<file path="src/rtl/qgate_pkg.sv">
package qgate_pkg;

   localparam int STATE_PORT_W = 3;

   localparam logic [2:0] ST_RESET = 3'd0;
   localparam logic [2:0] ST_RUN   = 3'd1;
   localparam logic [2:0] ST_NEAR  = 3'd2;
   localparam logic [2:0] ST_STOP  = 3'd3;
   localparam logic [2:0] ST_RECOV = 3'd4;

   function automatic int state_bits(input int model);
      return (model == 5) ? 3 : 2;
   endfunction

endpackage

</file>
<file path="src/rtl/qgate_fsm.sv">
module qgate_fsm
   import qgate_pkg::*;
#(
   parameter int MODEL = 5
) (
   input  logic                    clk,
   input  logic                    rst,
   input  logic                    full_i,
   input  logic                    afull_i,
   output logic                    run_d_o,
   output logic [STATE_PORT_W-1:0] state_o
);

   localparam int SW = state_bits(MODEL);

   logic [SW-1:0] cur_q;
   logic [SW-1:0] nxt;

   always_ff @(posedge clk) begin
      if (rst) cur_q <= SW'(ST_RESET);
      else     cur_q <= nxt;
   end

   generate
      if (MODEL == 5) begin : g_five
         always_comb begin
            nxt = cur_q;
            case (cur_q)
               SW'(ST_RESET): nxt = SW'(ST_RUN);
               SW'(ST_RUN): begin
                  if (full_i)       nxt = SW'(ST_STOP);
                  else if (afull_i) nxt = SW'(ST_NEAR);
               end
               SW'(ST_NEAR): begin
                  if (full_i)        nxt = SW'(ST_STOP);
                  else if (!afull_i) nxt = SW'(ST_RUN);
               end
               SW'(ST_STOP): begin
                  if (!full_i) nxt = SW'(ST_RECOV);
               end
               SW'(ST_RECOV): begin
                  if (full_i)       nxt = SW'(ST_STOP);
                  else if (afull_i) nxt = SW'(ST_NEAR);
                  else              nxt = SW'(ST_RUN);
               end
               default: nxt = SW'(ST_RESET);
            endcase
         end
      end else if (MODEL == 4) begin : g_four
         always_comb begin
            nxt = cur_q;
            case (cur_q)
               SW'(ST_RESET): nxt = SW'(ST_RUN);
               SW'(ST_RUN): begin
                  if (full_i)       nxt = SW'(ST_STOP);
                  else if (afull_i) nxt = SW'(ST_NEAR);
               end
               SW'(ST_NEAR): begin
                  if (full_i)        nxt = SW'(ST_STOP);
                  else if (!afull_i) nxt = SW'(ST_RUN);
               end
               default: begin
                  if (!full_i) nxt = afull_i ? SW'(ST_NEAR) : SW'(ST_RUN);
               end
            endcase
         end
      end else begin : g_bad_model
         $error("qgate_fsm: MODEL must be 4 or 5");
      end
   endgenerate

   assign run_d_o = (cur_q != SW'(ST_STOP));
   assign state_o = STATE_PORT_W'(cur_q);

endmodule

</file>
<file path="src/rtl/qgate_enreg.sv">
module qgate_enreg #(
   parameter bit RST_VAL = 1'b0
) (
   input  logic clk,
   input  logic rst,
   input  logic d_i,
   output logic q_o
);

   always_ff @(posedge clk) begin
      if (rst) q_o <= RST_VAL;
      else     q_o <= d_i;
   end

endmodule

</file>
<file path="src/rtl/qgate_actor.sv">
module qgate_actor #(
   parameter int DATA_W = 8
) (
   input  logic              clk,
   input  logic              rst,
   input  logic              en_i,
   input  logic              src_empty_i,
   input  logic [DATA_W-1:0] src_data_i,
   output logic              src_rd_o,
   output logic              dst_wr_o,
   output logic [DATA_W-1:0] dst_data_o
);

   localparam logic [DATA_W-1:0] STEP = DATA_W'(1);

   logic take;

   assign take     = en_i & ~src_empty_i;
   assign src_rd_o = take;

   always_ff @(posedge clk) begin
      if (rst) begin
         dst_wr_o   <= 1'b0;
         dst_data_o <= '0;
      end else if (en_i) begin
         dst_wr_o <= take;
         if (take) dst_data_o <= src_data_i + STEP;
      end else begin
         dst_wr_o <= 1'b0;
      end
   end

endmodule

</file>
<file path="src/rtl/qgate_top.sv">
module qgate_top
   import qgate_pkg::*;
#(
   parameter int MODEL  = 5,
   parameter int DATA_W = 8
) (
   input  logic                    clk,
   input  logic                    rst,
   input  logic                    oq_full,
   input  logic                    oq_afull,
   input  logic                    iq_empty,
   input  logic [DATA_W-1:0]       iq_data,
   output logic                    iq_rd,
   output logic                    oq_wr,
   output logic [DATA_W-1:0]       oq_data,
   output logic                    act_en,
   output logic [STATE_PORT_W-1:0] fsm_state
);

   generate
      if (DATA_W < 1) begin : g_bad_width
         $error("qgate_top: DATA_W must be at least 1");
      end
   endgenerate

   logic run_d;

   qgate_fsm #(.MODEL(MODEL)) u_fsm (
      .clk     (clk),
      .rst     (rst),
      .full_i  (oq_full),
      .afull_i (oq_afull),
      .run_d_o (run_d),
      .state_o (fsm_state)
   );

   qgate_enreg #(.RST_VAL(1'b0)) u_enreg (
      .clk (clk),
      .rst (rst),
      .d_i (run_d),
      .q_o (act_en)
   );

   qgate_actor #(.DATA_W(DATA_W)) u_actor (
      .clk         (clk),
      .rst         (rst),
      .en_i        (act_en),
      .src_empty_i (iq_empty),
      .src_data_i  (iq_data),
      .src_rd_o    (iq_rd),
      .dst_wr_o    (oq_wr),
      .dst_data_o  (oq_data)
   );

endmodule

</file>
<file path="config.mk">
export PLATFORM = sky130hd
export DESIGN_NAME = qgate_top
export DESIGN_NICKNAME = d
export VERILOG_FILES = /design/src/rtl/qgate_pkg.sv /design/src/rtl/qgate_fsm.sv /design/src/rtl/qgate_enreg.sv /design/src/rtl/qgate_actor.sv /design/src/rtl/qgate_top.sv
export SDC_FILE = /design/constraint.sdc
export NUM_CORES = 1
export LEC_CHECK = 0
export BUFFER_PORTS_ARGS = -buffer_cell sky130_fd_sc_hd__buf_2
export CAP_MARGIN = 0
export CORE_MARGIN = 2
export CORE_UTILIZATION = 43
export DETAILED_ROUTE_END_ITERATION = 12
export PLACE_DENSITY = 0.75
export SYNTH_ARGS = -nofsm -noshare
export SYNTH_HDL_FRONTEND = slang
export SYNTH_SLANG_ARGS = --single-unit
</file>
<file path="constraint.sdc">
create_clock -name clk -period 1.4 [get_ports clk]
set_input_delay 0.07 -clock clk [delete_from_list [all_inputs] [get_ports clk]]
set_output_delay 0.07 -clock clk [all_outputs]
set_load 0.03 [all_outputs]
</file>
==> flow_summary.json <==
{
  "syn_to_final_growth_pct": 30.4,
  "grt_pass1_vias": 429,
  "path_cells": "nand2b_4, clkinvlp_4, buf_4, buf_2",
  "syn_nets": 79,
  "tns_ns": 0,
  "hpwl_um": 929,
  "setup_viol_count_final": 0,
  "slew_violations": 0,
  "vias": 564,
  "leakage_uw": 0.000347,
  "postPlaceCellArea_um2": 722,
  "drt-pass1-iter-count": 4,
  "max_slew_margin_pct": 84.0,
  "p_switching_uw": 252,
  "p_int_uw": 569,
  "nets": 109,
  "yosysSeqAreaShare_pct": 45.1,
  "wire_per_inst_um": 10.7,
  "grtUsageMet1_pct": 24.8,
  "critPathTopFamily": "buffers and inverters",
  "dieHeight_um": 40.6,
  "gr-total-overflow": 0,
  "routed_wl_um": 1170,
  "combPwrFrac_pct": 22.4,
  "fmax_mhz": 769,
  "die_w_um": 40.6,
  "worstPathRequired_ns": 1.33,
  "drv_cap": 0,
  "arrival_ns": 1.23,
  "cts.sinks": 13,
  "synth_area_um2": 577,
  "ys_types": 21,
  "synth-async-reset-ratio_pct": 0,
  "synthFlopType": "dfxtp_1",
  "vias_per_cell": 5.17,
  "globalRouteMet3Util_pct": 4.89,
  "drtIter0Drc": 16,
  "worstMarginPinSlew_ns": 0.240,
  "met2_usage_pct": 19.4,
  "finalClockSkew_ns": 0.00196,
  "crit_type": "flop to primary output",
  "synth_edf_count": 0,
  "swShare_pct": 30.7,
  "coreArea_mm2": 0.00127,
  "power_density_mw_per_mm2": 1090,
  "io_pins": 27,
  "drc": 0,
  "antenna_left": 0,
  "period_needed_ns": 1.30,
  "clk_pin_slew_ns": 0.08,
  "synth_area_leader_cell": "dfxtp_1",
  "gp_congestion": 0.728,
  "rsz0062_at_grt": "no",
  "cts_setup_buffers": 0,
  "start_kind": "flop",
  "fillers": 118,
  "cts.htree.levels": 1,
  "cts_buffer_depth": 2,
  "outcome": "finished, final reports clean",
  "finalCritPeriodShare_pct": 92.9,
  "hold_path.class": "input port to flop",
  "grt_pass1_wl_um": 1780,
  "yosysMostFrequentCell": "dfxtp_1",
  "ff2ff_setup_slack_ns": 0.30,
  "root_buffer": "clkbuf_4",
  "worstSkewPairLatency_ns": 0.27,
  "synth_seq_cells": 13,
  "yosysWarningCount": 0,
  "antenna_found_initial": 0,
  "hold_viol_final": 0,
  "final_area_um2": 752,
  "grt_max_degree": 14,
  "layout-drive-gt1-share_pct": 36.2,
  "track_usage_pct": 16.5,
  "cts_buffers": 3,
  "ir_drop_mv": 0.518,
  "netlist_top_cells_area": "dfxtp_1, a211oi_1, nor2_1, xor2_1, nand2_1",
  "io_buffers": 26,
  "rows": 13,
  "yosys-top-cells-count": "dfxtp_1, nor2_1, a211oi_1",
  "syn_avg_cell_area_um2": 8.87,
  "crit_path_max_incr_delay_ns": 0.38,
  "cts_tree": "done",
  "die_area_mm2": 0.00165,
  "crit_path_top_delay_cell": "dfxtp_1",
  "seq_power_share_pct": 50.0,
  "critPathBufInv": 3,
  "busiest_layer": "met1",
  "diodes": 0,
  "cp-end-kind": "primary output",
  "synthCells": 65,
  "crit_fanout": 10,
  "netlist.area_leader.share_pct": 45.1,
  "start_util_pct": 45.5,
  "pwr-share-clk_pct": 27.6
}
==> metal layers <==
metal | up-vias | part of all wire, % | routed length (um)
met1 | 245 | 51 | 591
met3 | 2 | 6.6 | 77
met5 | - | 0 | 0
met2 | 16 | 42 | 486
li1 | 301 | - | -
met4 | 0 | 0.86 | 10
==> path summary, 6_finish.rpt <==
| check | startpoint | endpoint | cells after the start |
|---|---|---|---|
| worst min register to register | u_actor.dst_data_o[1]$_SDFFE_PP0P_ | u_actor.dst_data_o[1]$_SDFFE_PP0P_ | 2 |
| worst min-delay path | oq_full | u_fsm.state_o[2]$_SDFFE_PP0P_ | 2 |
| worst max-delay path | u_enreg.q_o$_SDFF_PP0_ | iq_rd | 4 |
| worst max register to register | u_enreg.q_o$_SDFF_PP0_ | u_actor.dst_data_o[6]$_SDFFE_PP0P_ | 4 |
==> flip-flops by register name, summed over array words and instances (netlist names) <==
register            count
u_actor.dst_data_o      8
u_actor.dst_wr_o        1
u_enreg.q_o             1
u_fsm.state_o           3
==> cell usage in the layout (no fill, tap or decap), types with 2 or more instances in the layout <==
cell      count
buf_2        26
a211oi_1      7
clkbuf_4      3
nor4_1        3
a21oi_1       3
and4_1        2
nand2_1       5
xor2_1        3
dfxtp_1      13
o21ai_0       3
nand3_1       3
nor2_1       11
==> through the flow <==
step	cells	total power, uW	worst slack, ns	util, %	hold WS [ns]
2_1_floorplan	65	539	0.101	-	0.147
3_3_place_gp	105	600	0.319	56.9	0.287
3_5_place_dp	105	603	0.256	56.9	0.294
4_1_cts	109	829	0.0215	59.0	0.00392
5_1_grt	109	872	0.00978	59.3	0.0123
6_report	109	822	0.100	59.3	0.0108
==> cell type report <==
type,count,area (um2),share of cell area (%)
timing repair buffer,27,138,18.3
inverter,2,11.3,1.50
multi-input combinational,48,298,39.6
clock buffer,4,26.3,3.49
sequential,13,260,34.6
tap,15,18.8,2.50
==> cells by family after synthesis <==
logic type	Yosys count	synth area share (%)
XOR/XNOR	4	6.07
buffers and inverters	4	3.25
AO/OA/AOI/OAI	14	16.9
flip-flops	13	45.1
adder cells (fa/ha/maj)	1	2.17
AND/OR/NAND/NOR	29	26.5
==> power groups by stage <==
| stage | Combinational, uW | Sequential (uW) | Clock, uW |
|---|---|---|---|
| after floorplan | 70.0 | 469 | 0 |
| after global placement | 182 | 419 | 0 |
| after detailed placement | 184 | 419 | 0 |
| after CTS | 184 | 411 | 234 |
| after global routing | 203 | 414 | 256 |
| final | 184 | 411 | 227 |
==> repair_timing <==
item                                    4_1_cts  5_1_grt
hold buffers                                  0        0
gates resized for setup                       0        1
endpoints found under the setup margin        0        1
Note: power is estimated with default switching activity, not from simulation.
